`config.mk`:
```
export PLATFORM = sky130hd
export DESIGN_NAME = dcredit_top
export DESIGN_NICKNAME = d
export VERILOG_FILES = /design/src/rtl/dcredit_pkg.sv /design/src/rtl/dcredit_dp.sv /design/src/rtl/dcredit_ctrl.sv /design/src/rtl/dcredit_top.sv
export SDC_FILE = /design/constraint.sdc
export NUM_CORES = 1
export LEC_CHECK = 0
export BUFFER_PORTS_ARGS = -buffer_cell sky130_fd_sc_hd__clkbuf_2
export CELL_PAD_IN_SITES_DETAIL_PLACEMENT = 0
export CELL_PAD_IN_SITES_GLOBAL_PLACEMENT = 1
export CORE_ASPECT_RATIO = 0.9
export CORE_MARGIN = 1.5
export CORE_UTILIZATION = 45
export CTS_CLUSTER_DIAMETER = 30
export DETAILED_ROUTE_END_ITERATION = 12
export PLACE_DENSITY = 0.9
export SLEW_MARGIN = 0
export SYNTH_ARGS = -nofsm -noshare
export SYNTH_HDL_FRONTEND = slang
export SYNTH_HIERARCHICAL = 1
export SYNTH_SLANG_ARGS = --single-unit
```
`constraint.sdc`:
```
create_clock -name clk -period 27.5 [get_ports clk]
set_input_delay 5.5 -clock clk [delete_from_list [all_inputs] [get_ports clk]]
set_output_delay 5.5 -clock clk [all_outputs]
set_load 0.02 [all_outputs]
```
`src/rtl/dcredit_pkg.sv`:
```
package dcredit_pkg;
  typedef enum logic [1:0] {
    CAUSE_NONE = 2'd0,
    CAUSE_ROB  = 2'd1,
    CAUSE_IQ   = 2'd2,
    CAUSE_LSQ  = 2'd3
  } fullCause_e;

  localparam int STROBE_W = 8;

  // Control -> datapath: what was admitted this cycle.
  typedef struct packed {
    logic                take;
    logic [STROBE_W-1:0] takeCnt;
  } admitStrobe_t;
endpackage

```
`src/rtl/dcredit_dp.sv`:
```
module dcredit_dp
  import dcredit_pkg::*;
#(
  parameter int CNT_W    = 8,
  parameter int FLIGHT_W = 8,
  parameter int FW       = 10
) (
  input  logic                 clk,
  input  logic                 rstN,
  input  logic                 robFreeVld,
  input  logic [CNT_W-1:0]     robFreeCnt,
  input  logic                 robEmptyIn,
  input  logic                 iqFreeVld,
  input  logic [CNT_W-1:0]     iqFreeCnt,
  input  logic                 lsqFreeVld,
  input  logic [CNT_W-1:0]     lsqFreeCnt,
  input  logic [CNT_W-1:0]     dispTotal,
  input  logic [CNT_W-1:0]     dispLsq,
  input  admitStrobe_t         strobe,
  output logic signed [FW-1:0] credit,
  output fullCause_e           creditCause,
  output logic                 serReady
);
  localparam int NSTRUCT = 3;

  logic [NSTRUCT-1:0] rptVld;
  logic [CNT_W-1:0]   rptIn   [NSTRUCT];
  logic [CNT_W-1:0]   rptHeld [NSTRUCT];
  logic signed [FW-1:0] freeEst [NSTRUCT];
  logic [FLIGHT_W-1:0]  inFlight;
  logic                 robEmptyHeld;

  assign rptVld = {lsqFreeVld, iqFreeVld, robFreeVld};
  assign rptIn[0] = robFreeCnt;
  assign rptIn[1] = iqFreeCnt;
  assign rptIn[2] = lsqFreeCnt;

  for (genvar k = 0; k < NSTRUCT; k++) begin : g_struct
    logic [CNT_W-1:0] leaving;
    if (k == NSTRUCT - 1) begin : g_lsq
      assign leaving = dispLsq;
    end else begin : g_other
      assign leaving = dispTotal;
    end

    always_ff @(posedge clk) begin
      if (!rstN)          rptHeld[k] <= '0;
      else if (rptVld[k]) rptHeld[k] <= rptIn[k];
    end

    assign freeEst[k] = $signed(FW'(rptHeld[k]))
                      - ($signed(FW'(inFlight)) - $signed(FW'(leaving)));
  end

  always_ff @(posedge clk) begin
    if (!rstN)           robEmptyHeld <= 1'b1;
    else if (robFreeVld) robEmptyHeld <= robEmptyIn;
  end

  // In-flight bookkeeping, floored at zero.
  logic [FLIGHT_W:0] grown;
  logic [FLIGHT_W:0] leaveAll;
  assign grown    = (FLIGHT_W+1)'(inFlight)
                  + (strobe.take ? (FLIGHT_W+1)'(strobe.takeCnt) : '0);
  assign leaveAll = (FLIGHT_W+1)'(dispTotal);

  always_ff @(posedge clk) begin
    if (!rstN)                  inFlight <= '0;
    else if (grown < leaveAll)  inFlight <= '0;
    else                        inFlight <= FLIGHT_W'(grown - leaveAll);
  end

  // Minimum with ROB > IQ > LSQ priority on ties (strict compare).
  always_comb begin
    credit      = freeEst[0];
    creditCause = CAUSE_ROB;
    if (freeEst[1] < credit) begin
      credit      = freeEst[1];
      creditCause = CAUSE_IQ;
    end
    if (freeEst[2] < credit) begin
      credit      = freeEst[2];
      creditCause = CAUSE_LSQ;
    end
  end

  assign serReady = robEmptyHeld && (inFlight == '0);
endmodule

```
`src/rtl/dcredit_ctrl.sv`:
```
module dcredit_ctrl
  import dcredit_pkg::*;
#(
  parameter int WIDTH  = 4,
  parameter int ADM_W  = 3,
  parameter int DEST_W = 2,
  parameter int PREG_W = 8,
  parameter int FW     = 10
) (
  input  logic                    clk,
  input  logic                    rstN,
  input  logic [ADM_W-1:0]        availCnt,
  input  logic [WIDTH-1:0]        slotSquash,
  input  logic [WIDTH-1:0]        slotSerBefore,
  input  logic [WIDTH-1:0]        slotSerAfter,
  input  logic [WIDTH*DEST_W-1:0] slotDest,
  input  logic [PREG_W-1:0]       freePhysRegs,
  input  logic signed [FW-1:0]    credit,
  input  fullCause_e              creditCause,
  input  logic                    serReady,
  output logic [ADM_W-1:0]        admitCnt,
  output logic                    blockOut,
  output logic [1:0]              fullCause,
  output admitStrobe_t            strobe
);
  logic pendSer;
  logic pendSerNext;

  always_comb begin
    int  taken;
    int  regsUsed;
    int  creditInt;
    logic stopped;
    logic markNext;

    taken     = 0;
    regsUsed  = 0;
    creditInt = int'(credit);
    stopped   = 1'b0;
    markNext  = pendSer && !serReady;
    blockOut  = 1'b0;
    fullCause = CAUSE_NONE;

    if (availCnt != '0) begin
      if (creditInt <= 0) begin
        blockOut  = 1'b1;
        fullCause = creditCause;
      end else begin
        for (int i = 0; i < WIDTH; i++) begin
          if (!stopped && (i < int'(availCnt)) && !slotSquash[i]) begin
            if (taken >= creditInt) begin
              stopped   = 1'b1;
              blockOut  = 1'b1;
              fullCause = creditCause;
            end else if ((slotSerBefore[i] || markNext)
                         && !(serReady && taken == 0)) begin
              stopped  = 1'b1;
              blockOut = 1'b1;
            end else if (regsUsed + int'(slotDest[i*DEST_W +: DEST_W])
                         > int'(freePhysRegs)) begin
              stopped  = 1'b1;
              blockOut = 1'b1;
            end else begin
              taken    = taken + 1;
              regsUsed = regsUsed + int'(slotDest[i*DEST_W +: DEST_W]);
              markNext = slotSerAfter[i];
            end
          end
        end
      end
    end

    pendSerNext    = markNext;
    admitCnt       = ADM_W'(taken);
    strobe.take    = (taken != 0);
    strobe.takeCnt = STROBE_W'(taken);
  end

  always_ff @(posedge clk) begin
    if (!rstN) pendSer <= 1'b0;
    else       pendSer <= pendSerNext;
  end
endmodule

```
`src/rtl/dcredit_top.sv`:
```
module dcredit_top
  import dcredit_pkg::*;
#(
  parameter int WIDTH    = 4,
  parameter int CNT_W    = 8,
  parameter int FLIGHT_W = 8,
  parameter int DEST_W   = 2,
  parameter int PREG_W   = 8,
  localparam int ADM_W   = $clog2(WIDTH + 1),
  localparam int FW      = ((CNT_W > FLIGHT_W) ? CNT_W : FLIGHT_W) + 2
) (
  input  logic                    clk,
  input  logic                    rstN,
  input  logic                    robFreeVld,
  input  logic [CNT_W-1:0]        robFreeCnt,
  input  logic                    robEmptyIn,
  input  logic                    iqFreeVld,
  input  logic [CNT_W-1:0]        iqFreeCnt,
  input  logic                    lsqFreeVld,
  input  logic [CNT_W-1:0]        lsqFreeCnt,
  input  logic [CNT_W-1:0]        dispTotal,
  input  logic [CNT_W-1:0]        dispLsq,
  input  logic [ADM_W-1:0]        availCnt,
  input  logic [WIDTH-1:0]        slotSquash,
  input  logic [WIDTH-1:0]        slotSerBefore,
  input  logic [WIDTH-1:0]        slotSerAfter,
  input  logic [WIDTH*DEST_W-1:0] slotDest,
  input  logic [PREG_W-1:0]       freePhysRegs,
  output logic [ADM_W-1:0]        admitCnt,
  output logic                    blockOut,
  output logic [1:0]              fullCause
);
  logic signed [FW-1:0] credit;
  fullCause_e           creditCause;
  logic                 serReady;
  admitStrobe_t         strobe;

  dcredit_dp #(.CNT_W(CNT_W), .FLIGHT_W(FLIGHT_W), .FW(FW)) i_dp (
    .clk, .rstN,
    .robFreeVld, .robFreeCnt, .robEmptyIn,
    .iqFreeVld, .iqFreeCnt,
    .lsqFreeVld, .lsqFreeCnt,
    .dispTotal, .dispLsq,
    .strobe, .credit, .creditCause, .serReady
  );

  dcredit_ctrl #(.WIDTH(WIDTH), .ADM_W(ADM_W), .DEST_W(DEST_W),
                 .PREG_W(PREG_W), .FW(FW)) i_ctrl (
    .clk, .rstN,
    .availCnt, .slotSquash, .slotSerBefore, .slotSerAfter, .slotDest,
    .freePhysRegs, .credit, .creditCause, .serReady,
    .admitCnt, .blockOut, .fullCause, .strobe
  );
endmodule

```
==> qor.tcl <==
set qor(netlist_instances) 699
set qor(chipWidth_um) 122
set qor(number_of_synthesized_flops_with_an_enable_pin) 24
set qor(critPathRequiredTime_ns) 22.00
set qor(num-fill-cells) 1173
set qor(post_cts_hold_buffer_count) 0
set qor(fin_setup_tns_ns) 0
set qor(status) {finished, final reports clean}
set qor(timing.hold.worst.class) {register to register}
set qor(cts_buffers) 5
set qor(worst_setup_path_end_kind) {primary output}
set qor(finalCriticalPeriod_ns) 26.23
set qor(synth_seq_cells) 34
set qor(cpMaxStageDelayCell) {a21oi_1}
set qor(detail_route.wirelength_mm) 14.6
set qor(count_of_maximum_capacitance_violations) 0
set qor(post_cts.resized_instances) 0
set qor(h-tree-depth) 2
set qor(finish.net_count) 965
set qor(place_congestion) 0.902
set qor(areaGrowthSynthToFinish_pct) 12.8
set qor(stdcell_area_sq_um) 6510
set qor(timing.critical_path.max_delay_family) {compound AO/OA/AOI/OAI gates}
set qor(ff_latch_area_sq_um) 921
set qor(grt_setup_unrepaired) {false}
set qor(holdPathStages) 2
set qor(cp.depth) 62
set qor(number_of_global_route_vias_before_repair) 5077
set qor(routed_wire_length_per_instance_um) 15.5
set qor(ys_warn_count) 6
set qor(final.period_utilization_pct) 95.4
set qor(grt_start_max_net_pins) 32
set qor(clk_latency_ns) 0.28
set qor(ys_async_sr_fraction_pct) 0
set qor(number_of_antenna_violations_at_the_first_check_in_global_routing) 0
set qor(grt_usage_pct) 22.6
set qor(clk_pin_slew_ns) 0.06
set qor(cpPeakStageDelay_ns) 0.52
set qor(critPathKind) {input pin to primary output}
set qor(synth.yosys.seq_area_share_pct) 16.0
set qor(timing.critical_path.from_type) {input pin}
set qor(multi_input_comb_area_sq_um) 4400
set qor(grt-ovfl-total) 0
set qor(dpl-instance-area_sq_um) 6310
set qor(critical-path-top-cell-by-count) {ha_1}
set qor(crit_arrival_ns) 20.73
set qor(initial_core_util_pct) 45.8
set qor(syn-mean-instance-area_sq_um) 8.26
set qor(dp_worst_setup_slack_ns) 1.56
set qor(clock_tree.root_cell) {clkbuf_16}
set qor(cts_tree) {done}
set qor(drc) 0
set qor(synth_ff_type) {edfxtp_1}
set qor(maximum_clock_rate_mhz) 38.1
set qor(drt_first_iter_violations) 351
set qor(postCtsSetupBuffers) 0
set qor(clock_sink_count) 34
set qor(post-route-util_pct) 51.7
set qor(dpl.hpwl_mm) 12.5
set qor(die_h_um) 110
set qor(slew-limit-headroom_pct) 48.6
set qor(r2r.worst_path.cells) 74
set qor(final_report_max_slew_violation_count) 0
set qor(worst-slew-pin-transition_ns) 0.763
set qor(grt_first_pass_wirelength_mm) 24.6
set qor(crit_buf_inv) 6
set qor(number_of_input_and_output_port_buffers_inserted) 82
set qor(crit_path_max_fanout) 11
set qor(die-area_sq_um) 13500
set qor(layout_setup_ws_ns) 1.27
set qor(synth.cell_area_sq_um) 5770
set qor(finalSetupViolations) 0
set qor(dr_total_vias) 5166
set qor(clock_path_buffers) 2
set qor(timing.final.hold_violations) 0
set qor(drtPass1Iterations) 5
set qor(ys_types) 84
set qor(final_antenna_violating_net_count) 0
set qor(diode_insertion_count_for_antenna_repair) 0
set qor(clock-skew-final_ns) 0.00330
set qor(site_rows) 39
set qor(fp.coreArea_sq_um) 12600
set qor(top_level_ports) 83
set qor(drive_above_1_share_pct) 15.3
set qor(detail_route.vias_per_cell) 5.48
[synthesized netlist by cell type (all sizes together) (10+ instances only)]
master | instances | share of area, %
and3 | 29 | 3.2
fa | 10 | 3.5
dfxtp | 10 | 3.5
o21a | 12 | 1.6
o21ai | 36 | 3.4
nand2 | 32 | 2.1
a21o | 15 | 2.0
xnor2 | 33 | 5.0
nand2b | 21 | 2.3
mux2i | 14 | 2.4
and2 | 11 | 1.2
nor2b | 16 | 1.9
a21oi | 38 | 3.3
ha | 100 | 22
xor2 | 11 | 1.7
inv | 99 | 6.4
nor2 | 55 | 3.6
edfxtp | 24 | 12
[routing by layer]
metal | up-vias | global-route usage (%) | share of wire (%)
li1 | 2629 | - | -
met1 | 2388 | 32.1 | 49
met2 | 126 | 36.6 | 45
met3 | 23 | 2.22 | 3.5
met4 | 0 | 5.58 | 1.9
met5 | - | 0 | 0
[metrics by stage]
stage / hold slack [ns] / cells
6_report: 0.482 / 943
5_1_grt: 0.533 / 943
4_1_cts: 0.486 / 943
3_5_place_dp: 0.471 / 935
3_3_place_gp: 0.464 / 935
2_1_floorplan: 0.441 / 702
[tightest hold or removal path, stage by stage, from the launching register on]
cell and delay [ns]:
dfxtp_1 0.33, mux2i_1 0.07, nand2_1 0.06
[flip-flops by register name, indices dropped and copies added, names as in the netlist]
signal             count
i_dp/rptHeld          24
i_dp/inFlight          8
i_ctrl/pendSer         1
i_dp/robEmptyHeld      1
[area by class of cell]
cell class                      instances  share of cell area (%)
Timing Repair Buffer                   83                    6.42
Clock buffer                            5                    1.92
Clock inverter                          3                    1.06
Sequential cell                        34                    14.1
Inverter                               99                    5.71
Tap cell                              164                    3.15
Multi-Input combinational cell        555                    67.6
[cell usage in the layout, fill, tap and decap left out, types with 8 or more instances in the layout]
master,count
a21o_1,14
mux2i_1,14
nand2b_1,21
clkbuf_2,82
edfxtp_1,24
a21oi_1,38
nor2b_1,15
and3_1,28
nor2_1,55
o21a_1,12
nor3_1,9
o21ai_0,29
ha_1,100
o21bai_1,8
and2_1,11
fa_1,10
xor2_1,11
nand2_1,31
inv_1,98
dfxtp_1,10
xnor2_1,33
[final timing paths]
path	start	end	slack [ns]
min	i_dp/robEmptyHeld	i_dp/robEmptyHeld	0.48
max	dispTotal[0]	admitCnt[2]	1.27
min reg2reg	i_dp/robEmptyHeld	i_dp/robEmptyHeld	0.48
max reg2reg	i_dp/inFlight[1]	i_dp/inFlight[5]	8.73
[cells by family after synthesis]
| logic type | Yosys count | synth area share, % |
|---|---|---|
| AND/OR/NAND/NOR | 209 | 19.9 |
| AO/OA/AOI/OAI | 165 | 20.1 |
| adder cells (fa/ha/maj) | 114 | 25.9 |
| buffers and inverters | 113 | 8.00 |
| XOR/XNOR | 44 | 6.68 |
| flip-flops | 34 | 16.0 |
| multiplexers | 19 | 3.40 |
| other | 1 | 0.0650 |
Power is left out: the tool's default activity adds up to more than one toggle a clock period on the data nets, which glitch-free logic cannot reach.
